`src/rtl/macrocell_reg.sv`:
```
module macrocell_reg (
  input  logic       clk,
  input  logic       init,
  input  logic [2:0] cfg_mode,
  input  logic [1:0] cfg_clk_sel,
  input  logic       cfg_clk_inv,
  input  logic       cfg_gsr_en,
  input  logic       cfg_gsr_val,
  input  logic       cfg_init_val,
  input  logic       cfg_direct,
  input  logic [1:0] cfg_oe_sel,
  input  logic       pt_data,
  input  logic       pin_in,
  input  logic [2:0] gclk,
  input  logic       pt_clk,
  input  logic       ce,
  input  logic       gsr,
  input  logic       lset,
  input  logic       lrst,
  input  logic       pt_oe,
  input  logic       goe,
  output logic       cell_out,
  output logic       cell_oe
);
  localparam logic [2:0] M_COMB  = 3'd0;
  localparam logic [2:0] M_DFF   = 3'd1;
  localparam logic [2:0] M_TFF   = 3'd2;
  localparam logic [2:0] M_LATCH = 3'd3;
  localparam logic [2:0] M_DUAL  = 3'd4;

  logic sel_clk, phase, phase_q, q;
  logic rise, fall, d_in, rst_act, set_act, latch_open;

  always_comb begin
    case (cfg_clk_sel)
      2'd0:    sel_clk = gclk[0];
      2'd1:    sel_clk = gclk[1];
      2'd2:    sel_clk = gclk[2];
      default: sel_clk = pt_clk;
    endcase
  end

  assign phase      = sel_clk ^ cfg_clk_inv;
  assign rise       = phase & ~phase_q;
  assign fall       = ~phase & phase_q;
  assign d_in       = cfg_direct ? pin_in : pt_data;
  assign rst_act    = lrst | (gsr & cfg_gsr_en & ~cfg_gsr_val);
  assign set_act    = lset | (gsr & cfg_gsr_en & cfg_gsr_val);
  assign latch_open = (cfg_mode == M_LATCH) & phase & ce;

  always_ff @(posedge clk) begin
    phase_q <= phase;
    if (init)         q <= cfg_init_val;
    else if (rst_act) q <= 1'b0;
    else if (set_act) q <= 1'b1;
    else begin
      case (cfg_mode)
        M_COMB:  q <= q;
        M_TFF:   if (rise && ce && d_in) q <= ~q;
        M_LATCH: if (phase && ce) q <= d_in;
        M_DUAL:  if ((rise || fall) && ce) q <= d_in;
        default: if (rise && ce) q <= d_in;
      endcase
    end
  end

  always_comb begin
    if (cfg_mode == M_COMB) cell_out = pt_data;
    else if (rst_act)       cell_out = 1'b0;
    else if (set_act)       cell_out = 1'b1;
    else if (latch_open)    cell_out = d_in;
    else                    cell_out = q;
  end

  always_comb begin
    case (cfg_oe_sel)
      2'd0:    cell_oe = pt_oe;
      2'd1:    cell_oe = goe;
      2'd2:    cell_oe = 1'b1;
      default: cell_oe = 1'b0;
    endcase
  end

  AST_DFF_CAPTURE: assert property (@(posedge clk) disable iff (init)
    (cfg_mode == M_DFF && rise && ce && !rst_act && !set_act) |=> q == $past(d_in));
  AST_TOGGLE_FLIP: assert property (@(posedge clk) disable iff (init)
    (cfg_mode == M_TFF && rise && ce && d_in && !rst_act && !set_act) |=> q != $past(q));
  AST_CE_HOLD: assert property (@(posedge clk) disable iff (init)
    (cfg_mode != M_COMB && !ce && !rst_act && !set_act) |=> $stable(q));
  AST_RESET_CLEARS: assert property (@(posedge clk) disable iff (init)
    rst_act |=> !q);
  AST_GSR_SETS: assert property (@(posedge clk) disable iff (init)
    (gsr && cfg_gsr_en && cfg_gsr_val && !lrst) |=> q);
  AST_OE_CONST: assert property (@(posedge clk) disable iff (init)
    (cfg_oe_sel[1]) |-> (cell_oe == ~cfg_oe_sel[0]));
endmodule

```
`config.mk`:
```
export PLATFORM = sky130hd
export DESIGN_NAME = macrocell_reg
export DESIGN_NICKNAME = d
export VERILOG_FILES = /design/src/rtl/macrocell_reg.sv
export SDC_FILE = /design/constraint.sdc
export NUM_CORES = 1
export LEC_CHECK = 0
export ABC_AREA = 1
export ABC_CLOCK_PERIOD_IN_PS = 1800
export BUFFER_PORTS_ARGS = -buffer_cell sky130_fd_sc_hd__buf_4
export CORE_AREA = 5 5 42 44
export CTS_CLUSTER_DIAMETER = 40
export DETAILED_ROUTE_END_ITERATION = 8
export DIE_AREA = 0 0 47 49
export SETUP_SLACK_MARGIN = 0.15
export SYNTH_ARGS = -nofsm -noshare
export SYNTH_HDL_FRONTEND = slang
export SYNTH_SLANG_ARGS = --single-unit
export TNS_END_PERCENT = 100
```
`constraint.sdc`:
```
create_clock -name clk -period 1.8 [get_ports clk]
set_input_delay 0.27 -clock clk [delete_from_list [all_inputs] [get_ports clk]]
set_output_delay 0.27 -clock clk [all_outputs]
set_load 0.01 [all_outputs]
```
# ---- After elaboration in Yosys (flattened, before gate mapping)
# Cells that the tools add are included.
dict set report word_totals {
  output_inout_bits 2
  in_bits 26
  reg_bits 2
}
dict set report op_classes {
  n_bitwise 14
  eq_ne 11
  n_reduce_logical 10
  mux 15
}
# op count
set op_table {}
lappend op_table {{1-bit 2-to-1 mux} 12}
lappend op_table {{5-bit inequality test (second input constant)} 2}
lappend op_table {{1-bit AND} 7}
lappend op_table {{7-bit nonzero test} 1}
lappend op_table {{3-bit by 2-bit equality test with 1-bit output (second input constant)} 2}
lappend op_table {{1-bit one-hot mux with 3 select lines} 2}
lappend op_table {{5-bit by 4-bit inequality test with 1-bit output (second input constant)} 1}
lappend op_table {{5-bit AND reduction} 1}
lappend op_table {{2-bit by 1-bit equality test with 1-bit output (second input constant)} 2}
lappend op_table {{2-bit equality test (second input constant)} 2}
lappend op_table {{1-bit logical AND} 4}
lappend op_table {{2-bit logical NOT} 2}
lappend op_table {{4-bit inequality test (second input constant)} 1}
lappend op_table {{1-bit inverter} 4}
lappend op_table {{1-bit one-hot mux with 4 select lines} 1}
lappend op_table {{3-bit equality test (second input constant)} 1}
lappend op_table {{3-bit logical NOT} 1}
lappend op_table {{1-bit bitwise OR} 2}
lappend op_table {{1-bit logical OR} 1}
lappend op_table {{1-bit bitwise XOR} 1}

# ---- Depth between registers and ports, before layout
dict set report logic_depth {
  depth_word 12
  mapped_depth 11
  depth_no_buf 11
}

# ---- Worst setup path after synthesis
# No wires, ideal clock.
dict set report synth_path {
  kind {in2reg}
  startpoint {input port cfg_clk_sel[0]}
  endpoint {register q (enable)}
  required_ps 1508
  cell_stages 10
  arrival_time_ps 1247
  slack_ps 261
  path_cell_list {inv_1 > nand2_1 > nand3_2 > nand2_2 > nand2_2 > nand2_2 > ha_1 > o31ai_1 > nand3_1 > nand2_1}
}
dict set report synth_via {
  elab_chain_len 9
}
# item line
set synth_lines {}
lappend synth_lines {{start, declared} 5} ;# input logic [1:0] cfg_clk_sel,
lappend synth_lines {{2-bit equality test, or another cell as far along} 35} ;# case (cfg_clk_sel)
lappend synth_lines {{1-bit one-hot mux with 3 select lines (*)} 35}
lappend synth_lines {{1-bit bitwise XOR (*)} 43} ;# assign phase = sel_clk ^ cfg_clk_inv;
lappend synth_lines {{via phase} 31} ;# logic sel_clk, phase, phase_q, q;
lappend synth_lines {{1-bit inverter} 45} ;# assign fall = ~phase & phase_q;
lappend synth_lines {{1-bit AND} 45}
lappend synth_lines {{1-bit logical OR} 61} ;# M_DUAL: if ((rise || fall) && ce) q <= d_in;
lappend synth_lines {{1-bit logical AND} 61}
lappend synth_lines {{5-bit inequality test (no line)} n/a}
lappend synth_lines {{5-bit AND reduction (no line) (*)} n/a}
lappend synth_lines {{end signal, assigned} 60} ;# M_LATCH: if (phase && ce) q <= d_in;
lappend synth_lines {{end signal, assigned} 61}
lappend synth_lines {{end signal, assigned} 62} ;# default: if (rise && ce) q <= d_in;
lappend synth_lines {{end, declared} 31}
# The timed path passes the listed nets; every way through them passes the cells marked *.
# A chain may end at the register's enable or synchronous reset.

# ---- Final worst setup path
# Ends and elaborated chain as after synthesis.

==> metrics.sh <==
YOSYS-TOP-CELLS-AREA='sky130_fd_sc_hd__nand3_2, sky130_fd_sc_hd__inv_1, sky130_fd_sc_hd__nand2_1'
CRIT_TOP_CELL='sky130_fd_sc_hd__nand2_2'
WORSTSETUPPATHTYPE='input port to flop'
FMAX_MHz=663
SYNTH_WARNINGS=0
LEAKAGEPOWER_nW=0.348
SYNTHCELLS=64
MIN-DELAY-PATH-CLASS='input port to flop'
GP_CONGESTION=0.670
TRACK_USAGE_PCT=8.51
P_PER_AREA_nW_PER_UM2=455
TOTALNEGATIVESETUPSLACK_NS=0
ANTENNA_FOUND_INITIAL=0
GRT_PASS1_WL_UM=1480
POSTCTSSETUPREPAIRBUFS=0
SYNTH_AREA_UM2=392
WORSTSETUPSTARTPOINTTYPE='input port'
CRITICAL_PATH.SLOWEST_CELL='sky130_fd_sc_hd__ha_1'
INSERTED_CLOCK_BUFFERS=3
CTS.SINKS=2
CRIT_PATH_CELL_TRACE='buf_4 > inv_1 > nand2_1 > nand3_2 > nand2_2 > nand2_2 > nand2_2 > ha_1 > o31ai_1 > nand3_1 > nand2_1'
WORST_PATH_LARGEST_CELL_DELAY_NS=0.27
RELSLEWSLACK_PCT=79.3
CLOCK_LATENCY_NS=0.23
WORST-SLEW-PIN-TRANSITION_NS=0.307
DETAIL-ROUTE-ANTENNA-NETS=0
PORT_BUFFERS=27
PERIOD_SHARE_PCT=83.8
ASYNC_FLOP_SHARE_PCT=0
COUNT_OF_FLIP_FLOPS_WITH_A_BUILT_IN_ENABLE_AFTER_SYNTHESIS=1
DRT-WIRELENGTH-PER-CELL_UM=8.77
TIMING.CLOCK.SKEW_NS=0.00485
WORSTPATHREQUIRED_NS=1.74
CTS_TREE='done'
TIMING.CRITICAL_PATH.BUF_INV=2
POSTROUTEWIRELENGTH_UM=974
LAYOUT.CELLS.NON_FILLER=111
SYNTH_NETS=91
POST_CTS_RESIZE_COUNT=0
CTS.HTREE.LEVELS=1
ELEMENT_TYPE_AT_THE_CRITICAL_PATH_END='flop'
GRT_MAX_DEGREE=5
AVGVIACOUNTPERCELL=4.47
SYNTHTOPCELLSBYCOUNT='sky130_fd_sc_hd__inv_1, sky130_fd_sc_hd__nand2_1, sky130_fd_sc_hd__nand3_2'
INSERTEDDIODECOUNT=0
SYNTHFLOPTYPE='sky130_fd_sc_hd__edfxtp_1'
POST_ROUTE_CELLS_DRIVE_ABOVE_1_SHARE_PCT=46.3
AREA_SHARE_OF_THE_LARGEST_CELL_TYPE_AFTER_SYNTHESIS_PCT=15.3
FINAL.HOLD.WORST_SLACK_NS=0.296
GRT_OVERFLOW=0
DETAIL_ROUTE.FIRST_PASS.ITERATIONS=3
POWER.IR.VDD_WORST_V=0.000286
DIE_WIDTH_UM=47
ROOT_DRIVER='sky130_fd_sc_hd__clkbuf_4'
FP.COREAREA_UM2=1400
POST-LAYOUT-TOTAL-POWER_W=0.000291
VIAS_IN_THE_FIRST_GLOBAL_ROUTE=437
WORST_PATH_DOMINANT_CELL_FAMILY='simple AND/OR/NAND/NOR gates'
FP.DIEAREA_UM2=2300
SYNTHDISTINCTLIBCELLS=19
CLK_SLEW_ON_WORST_S_H_PATHS_NS=0.03
HPWL_UM=887
VIA_COUNT=496
SEQ_AREA_FRAC_SYNTH_PCT=12.8
SETUP_VIOL_COUNT_FINAL=0
TIMING.MAX_CAP.VIOLATIONS=0
NETLIST.TOP_CELL.BY_AREA='sky130_fd_sc_hd__nand3_2'
PLACED_CELL_COUNT=107
WORST-ENDPOINT-ARRIVAL_NS=1.45
PLACEDINSTANCEAREA_UM2=614
AREA_DELTA_SYNTH_FINAL_PCT=63.6
CTS.PATH.MAX_BUFFERS=2
FINAL_NET_COUNT=123
IO-PIN-COUNT=28
FINALINSTANCEAREA_UM2=641
SYN_AREA_PER_CELL_UM2=6.12
TIMING.FINAL.HOLD_VIOLATIONS=0
TIMING.FINAL.MAX_SLEW_VIOLATIONS=0
ROWS=14
DRC=0
RSZ_0062_RAISED_AFTER_GLOBAL_ROUTING='false'
DIE_H_UM=49
CTS_HOLD_REPAIR.BUFFERS=0
STATUS='completed'
INITIALDRTVIOLATIONCOUNT=1
YOSYS_REGISTER_BITS=2
TIMING.CRITICAL_PATH.FANOUT_MAX=3
FLOORPLAN.INITIALDENSITY_PCT=27.9
FINAL.FILL_COUNT=155
FINAL_PERIOD_MINUS_WORST_SETUP_SLACK_NS=1.51
[routing by layer]
metal / part of all wire [%] / vias up / GRT usage, %
met2: 48 / 21 / 14.7
met4: 1.2 / 0 / 5.53
li1: - / 268 / -
met5: 0 / - / 0
met3: 12 / 2 / 1.11
met1: 39 / 205 / 8.97
[final timing paths]
kind	startpoint	endpoint	slack [ns]	cells past startpoint
hold reg to reg	q	q	0.78	3
setup reg to reg	phase_q	q	0.49	5
setup / recovery	cfg_clk_sel[0]	q	0.29	11
hold / removal	cfg_clk_inv	phase_q	0.30	3
[cell usage in the layout (no fill, tap or decap)]
cell                       count
sky130_fd_sc_hd__nand2_1      14
sky130_fd_sc_hd__nor3_2        1
sky130_fd_sc_hd__nand2_2       4
sky130_fd_sc_hd__nand3_1       5
sky130_fd_sc_hd__a31oi_1       1
sky130_fd_sc_hd__clkbuf_4      3
sky130_fd_sc_hd__nor2_1        3
sky130_fd_sc_hd__o31ai_1       1
sky130_fd_sc_hd__nor3_1        2
sky130_fd_sc_hd__a22oi_1       1
sky130_fd_sc_hd__nor2_4        1
sky130_fd_sc_hd__buf_4        27
sky130_fd_sc_hd__dfxtp_1       1
sky130_fd_sc_hd__o21ai_1       4
sky130_fd_sc_hd__edfxtp_1      1
sky130_fd_sc_hd__nand3_2       6
sky130_fd_sc_hd__o21ai_4       1
sky130_fd_sc_hd__inv_2         1
sky130_fd_sc_hd__o21ai_0       2
sky130_fd_sc_hd__ha_1          1
sky130_fd_sc_hd__inv_1        14
sky130_fd_sc_hd__clkbuf_1      1
[state kept, by name (all words and copies together), names as in the netlist]
name,count
q,1
phase_q,1
[per-stage QoR]
| stage | util, % | worst slack (ns) |
|---|---|---|
| 2_1_floorplan | - | 0.261 |
| 3_3_place_gp | 43.8 | 0.0650 |
| 3_5_place_dp | 43.8 | 0.0374 |
| 4_1_cts | 45.7 | 0.283 |
| 5_1_grt | 45.7 | 0.198 |
| 6_report | 45.7 | 0.292 |
[cells by family (layout without fill, tap and decap cells)]
family,after synthesis,after routing,synth area share (%)
AND/OR/NAND/NOR,36,36,52.4
AO/OA/AOI/OAI,10,10,17.3
adder cells (fa/ha/maj),1,1,3.19
flip-flops,2,2,12.8
buffers and inverters,15,46,14.4
[worst reg2reg max path, cell delays in order (launching register included)]
cell and delay (ns):
sky130_fd_sc_hd__dfxtp_1 0.30, sky130_fd_sc_hd__inv_1 0.04, sky130_fd_sc_hd__ha_1 0.27, sky130_fd_sc_hd__o31ai_1 0.23, sky130_fd_sc_hd__nand3_1 0.11, sky130_fd_sc_hd__nand2_1 0.08
[layout make-up]
cell class / count / area, µm² / share of cell area, %
clock buffer: 4 / 26.3 / 4.10
inverter: 15 / 56.3 / 8.79
multi-input combinational: 47 / 285 / 44.5
sequential: 2 / 50.0 / 7.81
tap: 16 / 20.0 / 3.13
timing repair buffer: 27 / 203 / 31.6
[report_power, final]
| part | switching, W | total [W] | internal [W] | leakage (nW) |
|---|---|---|---|---|
| clock network | 0.0000297 | 0.000112 | 0.0000826 | 0.0150 |
| logic | 0.0000574 | 0.000124 | 0.0000661 | 0.313 |
| registers | 0.00000180 | 0.0000555 | 0.0000537 | 0.0194 |
| total | 0.0000889 | 0.000291 | 0.000202 | 0.348 |
No activity file was read; power rests on OpenSTA's default activity.
